===== config.mk =====
export PLATFORM = sky130hd
export DESIGN_NAME = serial_reg_write_port
export DESIGN_NICKNAME = d
export VERILOG_FILES = /design/src/rtl/srw_pkg.sv /design/src/rtl/srw_sync.sv /design/src/rtl/srw_shifter.sv /design/src/rtl/srw_regbank.sv /design/src/rtl/serial_reg_write_port.sv
export SDC_FILE = /design/constraint.sdc
export NUM_CORES = 1
export LEC_CHECK = 0
export BUFFER_PORTS_ARGS = -buffer_cell sky130_fd_sc_hd__buf_2
export CAP_MARGIN = 20
export CORE_ASPECT_RATIO = 0.6
export CORE_MARGIN = 2
export CORE_UTILIZATION = 55
export CTS_BUF_LIST = sky130_fd_sc_hd__clkbuf_8 sky130_fd_sc_hd__clkbuf_16
export CTS_CLUSTER_SIZE = 16
export DETAILED_ROUTE_END_ITERATION = 10
export PLACE_DENSITY = 0.85
export REMOVE_ABC_BUFFERS = 1
export SLEW_MARGIN = 20
export SYNTH_ARGS = -nofsm -noshare
export SYNTH_HDL_FRONTEND = slang
export SYNTH_SLANG_ARGS = --single-unit

===== constraint.sdc =====
create_clock -name clk -period 13.41 [get_ports clk]
set_input_delay 3.3525 -clock clk [delete_from_list [all_inputs] [get_ports clk]]
set_output_delay 3.3525 -clock clk [all_outputs]
set_load 0.1 [all_outputs]

===== src/rtl/srw_pkg.sv =====
package srw_pkg;
  localparam int unsigned CAL_NUM   = 3;
  localparam int unsigned CAL_SEL_W = 2;

  typedef enum logic [CAL_SEL_W-1:0] {
    CAL_ZERO  = 2'd0,
    CAL_FULL  = 2'd1,
    CAL_SPARE = 2'd2,
    CAL_NONE  = 2'd3
  } cal_slot_e;

  typedef struct packed {
    logic                 commit;
    logic                 dest;
    logic [CAL_SEL_W-1:0] sel;
  } commit_req_t;
endpackage


===== src/rtl/srw_sync.sv =====
module srw_sync #(
  parameter int unsigned WIDTH  = 1,
  parameter int unsigned STAGES = 2,
  parameter logic [WIDTH-1:0] RST_VAL = '0
) (
  input  logic             clk,
  input  logic             rst_n,
  input  logic [WIDTH-1:0] d_i,
  output logic [WIDTH-1:0] q_o
);
  logic [WIDTH-1:0] stg_q [STAGES];

  for (genvar s = 0; s < STAGES; s++) begin : g_stage
    logic [WIDTH-1:0] stg_d;
    if (s == 0) begin : g_first
      assign stg_d = d_i;
    end else begin : g_next
      assign stg_d = stg_q[s-1];
    end
    always_ff @(posedge clk or negedge rst_n) begin
      if (!rst_n) stg_q[s] <= RST_VAL;
      else        stg_q[s] <= stg_d;
    end
  end

  assign q_o = stg_q[STAGES-1];
endmodule


===== src/rtl/srw_shifter.sv =====
module srw_shifter #(
  parameter int unsigned WORD_W = 24,
  localparam int unsigned CNT_W = $clog2(WORD_W + 1)
) (
  input  logic              clk,
  input  logic              rst_n,
  input  logic              sclk_s,
  input  logic              sdata_s,
  input  logic              frame_n_s,
  output logic [WORD_W-1:0] word_o,
  output logic [CNT_W-1:0]  bit_cnt_o,
  output logic              word_rdy_o
);
  logic              sclk_prev_q;
  logic [CNT_W-1:0]  cnt_q, cnt_d;
  logic [WORD_W-1:0] shreg_q, shreg_d;
  logic              rdy_q, rdy_d;
  logic              take_bit;
  logic              last_bit;

  assign take_bit = sclk_s & ~sclk_prev_q & ~frame_n_s;
  assign last_bit = (cnt_q == CNT_W'(WORD_W - 1));

  always_comb begin
    cnt_d   = cnt_q;
    shreg_d = shreg_q;
    rdy_d   = 1'b0;
    if (take_bit) begin
      shreg_d = {shreg_q[WORD_W-2:0], sdata_s};
      if (last_bit) begin
        cnt_d = '0;
        rdy_d = 1'b1;
      end else begin
        cnt_d = cnt_q + CNT_W'(1);
      end
    end
  end

  always_ff @(posedge clk or negedge rst_n) begin
    if (!rst_n) begin
      sclk_prev_q <= 1'b0;
      cnt_q       <= '0;
      shreg_q     <= '0;
      rdy_q       <= 1'b0;
    end else begin
      sclk_prev_q <= sclk_s;
      rdy_q       <= rdy_d;
      if (take_bit) begin
        cnt_q   <= cnt_d;
        shreg_q <= shreg_d;
      end
    end
  end

  assign word_o     = shreg_q;
  assign bit_cnt_o  = cnt_q;
  assign word_rdy_o = rdy_q;
endmodule


===== src/rtl/srw_regbank.sv =====
module srw_regbank
  import srw_pkg::*;
#(
  parameter int unsigned WORD_W = 24
) (
  input  logic              clk,
  input  logic              rst_n,
  input  commit_req_t       req_i,
  input  logic [WORD_W-1:0] word_i,
  output logic [WORD_W-1:0] ctrl_o,
  output logic [WORD_W-1:0] cal_o [CAL_NUM],
  output logic              done_o
);
  logic              ctrl_en;
  logic [WORD_W-1:0] ctrl_q;
  logic              done_q;

  assign ctrl_en = req_i.commit & ~req_i.dest;

  always_ff @(posedge clk or negedge rst_n) begin
    if (!rst_n) begin
      ctrl_q <= '0;
      done_q <= 1'b0;
    end else begin
      done_q <= req_i.commit;
      if (ctrl_en) ctrl_q <= word_i;
    end
  end

  for (genvar g = 0; g < CAL_NUM; g++) begin : g_cal
    logic              cal_en;
    logic [WORD_W-1:0] cal_q;
    assign cal_en = req_i.commit & req_i.dest & (req_i.sel == CAL_SEL_W'(g));
    always_ff @(posedge clk or negedge rst_n) begin
      if (!rst_n)      cal_q <= '0;
      else if (cal_en) cal_q <= word_i;
    end
    assign cal_o[g] = cal_q;
  end

  assign ctrl_o = ctrl_q;
  assign done_o = done_q;
endmodule


===== src/rtl/serial_reg_write_port.sv =====
module serial_reg_write_port
  import srw_pkg::*;
#(
  parameter int unsigned WORD_W      = 24,
  parameter int unsigned SYNC_STAGES = 2,
  localparam int unsigned CNT_W      = $clog2(WORD_W + 1),
  localparam int unsigned PIN_W      = 4 + CAL_SEL_W
) (
  input  logic                 clk,
  input  logic                 rst_n,
  input  logic                 sclk_in,
  input  logic                 sdata_in,
  input  logic                 frame_n_in,
  input  logic                 dest_in,
  input  logic [CAL_SEL_W-1:0] cal_sel_in,
  output logic [WORD_W-1:0]    ctrl_reg_o,
  output logic [WORD_W-1:0]    cal_zero_o,
  output logic [WORD_W-1:0]    cal_full_o,
  output logic [WORD_W-1:0]    cal_spare_o,
  output logic                 wr_done_o
);
  localparam logic [PIN_W-1:0] PIN_RST = PIN_W'(1) << 2;

  logic [1:0]           rst_pipe_q;
  logic                 rst_sync_n;
  logic [PIN_W-1:0]     pins_raw, pins_s;
  logic                 sclk_s, sdata_s, frame_n_s, dest_s;
  logic [CAL_SEL_W-1:0] sel_s;
  logic [WORD_W-1:0]    word;
  logic [CNT_W-1:0]     bit_cnt;
  logic                 commit;
  commit_req_t          req;
  logic [WORD_W-1:0]    cal_regs [CAL_NUM];

  always_ff @(posedge clk or negedge rst_n) begin
    if (!rst_n) rst_pipe_q <= 2'b00;
    else        rst_pipe_q <= {rst_pipe_q[0], 1'b1};
  end
  assign rst_sync_n = rst_pipe_q[1];

  assign pins_raw = {cal_sel_in, dest_in, frame_n_in, sdata_in, sclk_in};

  srw_sync #(.WIDTH(PIN_W), .STAGES(SYNC_STAGES), .RST_VAL(PIN_RST)) u_sync (
    .clk   (clk),
    .rst_n (rst_sync_n),
    .d_i   (pins_raw),
    .q_o   (pins_s)
  );

  assign sclk_s    = pins_s[0];
  assign sdata_s   = pins_s[1];
  assign frame_n_s = pins_s[2];
  assign dest_s    = pins_s[3];
  assign sel_s     = pins_s[PIN_W-1:4];

  srw_shifter #(.WORD_W(WORD_W)) u_shift (
    .clk        (clk),
    .rst_n      (rst_sync_n),
    .sclk_s     (sclk_s),
    .sdata_s    (sdata_s),
    .frame_n_s  (frame_n_s),
    .word_o     (word),
    .bit_cnt_o  (bit_cnt),
    .word_rdy_o (commit)
  );

  assign req.commit = commit;
  assign req.dest   = dest_s;
  assign req.sel    = sel_s;

  srw_regbank #(.WORD_W(WORD_W)) u_bank (
    .clk    (clk),
    .rst_n  (rst_sync_n),
    .req_i  (req),
    .word_i (word),
    .ctrl_o (ctrl_reg_o),
    .cal_o  (cal_regs),
    .done_o (wr_done_o)
  );

  assign cal_zero_o  = cal_regs[CAL_ZERO];
  assign cal_full_o  = cal_regs[CAL_FULL];
  assign cal_spare_o = cal_regs[CAL_SPARE];
endmodule


# After elaboration in Yosys (flattened, before gate mapping)
# Cells that the tools add are included.
dict set report word_totals {
  out_inout_bits 97
  elab_cells 30
  ff_bits 142
  inputBits 8
}
dict set report op_classes {
  mux 3
  reduce_logical 1
  eq_ne 3
  addsub 1
  bitwise 10
}
# cell n
set op_table {}
lappend op_table {{AND 1 bit} 7}
lappend op_table {{adder 5 x 1 -> 5 bit, second input constant} 1}
lappend op_table {{== test 5 bit, second input constant} 1}
lappend op_table {{two-way mux 5 bit} 1}
lappend op_table {{NOT 1 bit} 3}
lappend op_table {{== test 2 x 1 -> 1 bit, second input constant} 1}
lappend op_table {{== test 2 bit, second input constant} 1}
lappend op_table {{zero test 2 bit} 1}
lappend op_table {{two-way mux 1 bit} 2}

# Depth between registers and ports, before layout
dict set report logic_depth {
  word_depth 4
  mapped_depth 4
  ltp_nobuf 4
}

# Modules after synthesis
# From an unflattened synthesis, not the netlist that was laid out.
dict set report unflattened {
  cells_unflattened 297
  area_unflattened_um2 5216.3
}
# mod area_per_inst_um2 cells_each n_inst seq_area_each_um2
set modules_own_cells {}
lappend modules_own_cells {srw_regbank 3656.0 207 1 2427.3}
lappend modules_own_cells {srw_shifter 1203.7 75 1 775.7}
lappend modules_own_cells {srw_sync 302.8 12 1 302.8}
lappend modules_own_cells {serial_reg_write_port 53.8 3 1 50.0}

# Least setup slack after synthesis
# Ideal clock, no wire load.
dict set report synth_path {
  kind {reg-to-output}
  start {register u_bank.g_cal[0].cal_q[0]}
  end {output cal_zero_o[0]}
  stages_incl_launch_ff 1
  arrival_time_ns 0.895
  required_time_ns 10.057
  setup_slack_ns 9.163
  path_buffers 0
  path_cell_list {dfrtp_1}
}
# element line
set synth_lines {}
lappend synth_lines {{start: declaration} srw_regbank.sv:32} ;# logic [WORD_W-1:0] cal_q;
lappend synth_lines {{start signal: assignment} srw_regbank.sv:36} ;# else if (cal_en) cal_q <= word_i;
lappend synth_lines {{end: declaration} serial_reg_write_port.sv:17} ;# output logic [WORD_W-1:0] cal_zero_o,
# No word-level cell between the ends.

# Worst setup path after layout
dict set report layout_path {
  start {register u_bank.g_cal[2].cal_q[9]}
  end {output cal_spare_o[9]}
}
# element line
set layout_lines {}
lappend layout_lines {{start: declaration} srw_regbank.sv:32}
lappend layout_lines {{start signal: assignment} srw_regbank.sv:36}
lappend layout_lines {{end: declaration} serial_reg_write_port.sv:19} ;# output logic [WORD_W-1:0] cal_spare_o,
# No word-level cell between the ends.

==> impl_metrics.tcl <==
set metrics [dict create \
    critPathLaunch "u_bank.g_cal[2].cal_q[9]" \
    yosysWarnings 0 \
    grt_pass1_vias 3013 \
    crit_arrival_ns 1.23 \
    rrSetupSlack_ns 11.33 \
    synth_cells 297 \
    drv_cap 0 \
    run_status "complete, no violations" \
    crit_path_end_kind "primary output" \
    fillers 607 \
    chipWidth_um 129 \
    reg2regPathDepth 2 \
    final_layout_size_suffix_gt1_frac 0.624 \
    die_h_um 79.2 \
    fin_crit_ns 4.58 \
    crit_fanout 2 \
    cellPowerDensity_mw_per_mm2 153 \
    pre_cts_ws_ns 9.26 \
    grt_pass1_wl_mm 16.2 \
    num_rows 27 \
    vdd_drop_max_mv 0.0952 \
    worst-setup-path-type "flip-flop to primary output" \
    dr.first_iter.drc_count 149 \
    cts.repair.resized 0 \
    drv_slew 0 \
    worst_slack_ns 8.83 \
    rsz0062_at_grt "false" \
    remaining_drc_errors 0 \
    design.die.area_mm2 0.0102 \
    htreeDepth 4 \
    cts_buffers 17 \
    skew_ns 0.0121 \
    synth_seq_cells 142 \
    drt_wl_total_mm 9.99 \
    yosysSeqAreaShare 0.686 \
    fin_crit_sh 0.342 \
    post_drt_wl_per_cell_um 18.1 \
    cp_num_buf_inv 1 \
    critPathSlowestCell "buf_2" \
    timing.hold.ws_ns 0.345 \
    cp-endpoint "cal_spare_o[9]" \
    vias_per_cell 5.23 \
    via_count 2894 \
    synthDistinctLibCells 23 \
    cts_tree "done" \
    antenna_found_initial 0 \
    clk_latency_ns 0.41 \
    leakage_nw 3.58 \
    antenna_cells 0 \
    root_buffer "clkbuf_16" \
    total_power_mw 0.979 \
    synthTopCellsByArea "dfrtp_1 (68%), mux2_2 (27%), dfstp_2 (1.0%)" \
    port-buffer-count 104 \
    grt.overflow.total 0 \
    ant_nets 0 \
    finalSetupViolations 0 \
    cts_num_sinks 142 \
    fin_tns_setup_ns 0 \
    dpl.hpwl_mm 6.35 \
    max_stage_delay_ns 0.44 \
    gp_routability_congestion 0.717 \
    start_kind "flip-flop" \
    layout.nets 421 \
    post-cts-setup-buffers 0 \
    first_pass_iters 5 \
    relSlewSlack 0.315 \
    core_mm2 0.00916 \
    hold_class "flip-flop to flip-flop" \
    ctsHoldBuffers 0 \
    cp.depth 1 \
    ios 105 \
    clkTransAtPathRegs_ns 0.06 \
    clock_path_buffers 2 \
    area_growth_pct 23.8 \
    synth_top_area_cell "dfrtp_1" \
    initial_utilization 0.566 \
    crit_family "buffers and inverters" \
    path_cells "buf_2" \
    grt_start_max_net_pins 74 \
    netlist.area_leader.share 0.676 \
    hold_violations 0 \
    critPathRequiredTime_ns 10.06 \
    tightest_slew_ns 1.02 \
    syn_area_mm2 0.00518 \
    maxClockFrequency_mhz 218 \
    r2r-end "u_bank.g_cal[1].cal_q[1]" \
    avgSynthCellArea_um2 17.4 \
    r2r-start "u_sync.q_o[5]" \
    groute.usage.overall 0.217 \
]
## metal layers
metal | part of all wire | track usage | up-vias
met5 | 0 | 0 | -
met4 | 0.012 | 0.0826 | 0
met3 | 0.065 | 0.0815 | 10
met2 | 0.46 | 0.321 | 84
met1 | 0.47 | 0.296 | 1512
li1 | - | - | 1288
## cells in the final DEF, fill, tap and decap left out, drive strengths merged, types with 2 or more instances in the layout
master  instances
bufinv          3
dfstp           2
mux2          123
dfrtp         140
nand2           2
nand3           2
inv             5
clkbuf         21
buf           108
clkinv          2
nand4b          3
## where the power goes
part	switching, mW	internal, mW	total, mW
Clock	0.163	0.307	0.470
Combinational	0.0137	0.0178	0.0315
Sequential	0.0287	0.448	0.477
## how the worst min path moves through the flow
stage	from	to	slack, ns	depth (start not counted)
finish	u_sync.g_stage[1].stg_d[0]	u_sync.q_o[0]	0.35	0
global placement	u_sync.g_stage[1].stg_d[1]	u_sync.q_o[1]	0.33	0
CTS	u_sync.g_stage[1].stg_d[0]	u_sync.q_o[0]	0.35	0
floorplan	rst_pipe_q[0]	rst_pipe_q[1]	0.33	0
detailed placement	u_sync.g_stage[1].stg_d[0]	u_sync.q_o[0]	0.34	0
global route	u_sync.g_stage[1].stg_d[0]	u_sync.q_o[0]	0.36	0
## worst reg2reg max path: stages (launching register included)
cell and delay [ns]:
dfrtp_1 0.42, nand4b_2 0.91, mux2_2 0.62
## synthesized netlist by cell type (all sizes together)
cell type	number
buf	12
nand2b	1
dfstp	2
ha	1
o21ai	1
dfrtp	140
conb	1
nor3b	1
nand4	1
a31oi	1
mux2	123
xnor2	1
nor3	1
nand4b	3
nor2b	1
inv	2
nand2	2
nand3	2
nor2	1
## sequential cells by signal (all words and copies together), names as in the netlist
| signal | cells |
|---|---|
| u_bank.g_cal.cal_q | 72 |
| u_bank.ctrl_o | 24 |
| u_shift.word_o | 24 |
| u_sync.g_stage.stg_d | 6 |
| u_sync.q_o | 6 |
| u_shift.bit_cnt_o | 5 |
| rst_pipe_q | 2 |
| u_bank.done_o | 1 |
| u_shift.sclk_prev_q | 1 |
| u_shift.word_rdy_o | 1 |
## metrics by stage
step                      cell area, um^2  utilization  cells
final                                6410        0.701    553
after global routing                 6410        0.701    553
after CTS                            6410        0.701    553
after detailed placement             5820        0.635    523
after global placement               5820        0.635    523
after floorplan                      5090            -    285
## cell families after synthesis
family                     synth area share
buffers and inverters                0.0184
muxes                                 0.267
other                              0.000724
AOI/OAI and AO/OA                   0.00217
DFF                                   0.686
adders and majority gates           0.00242
xor gates and xnor gates            0.00169
and+or+nand+nor                      0.0208
## area by class of cell
type / instances / area, um^2 / share of cell area
sequential: 142 / 3560 / 0.555
multi-input combinational: 141 / 1540 / 0.239
tap: 130 / 163 / 0.0254
timing repair buffer: 108 / 551 / 0.0858
clock inverter: 9 / 119 / 0.0185
clock buffer: 21 / 480 / 0.0749
inverter: 2 / 7.51 / 0.00117
(Power assumes the default switching activity.)
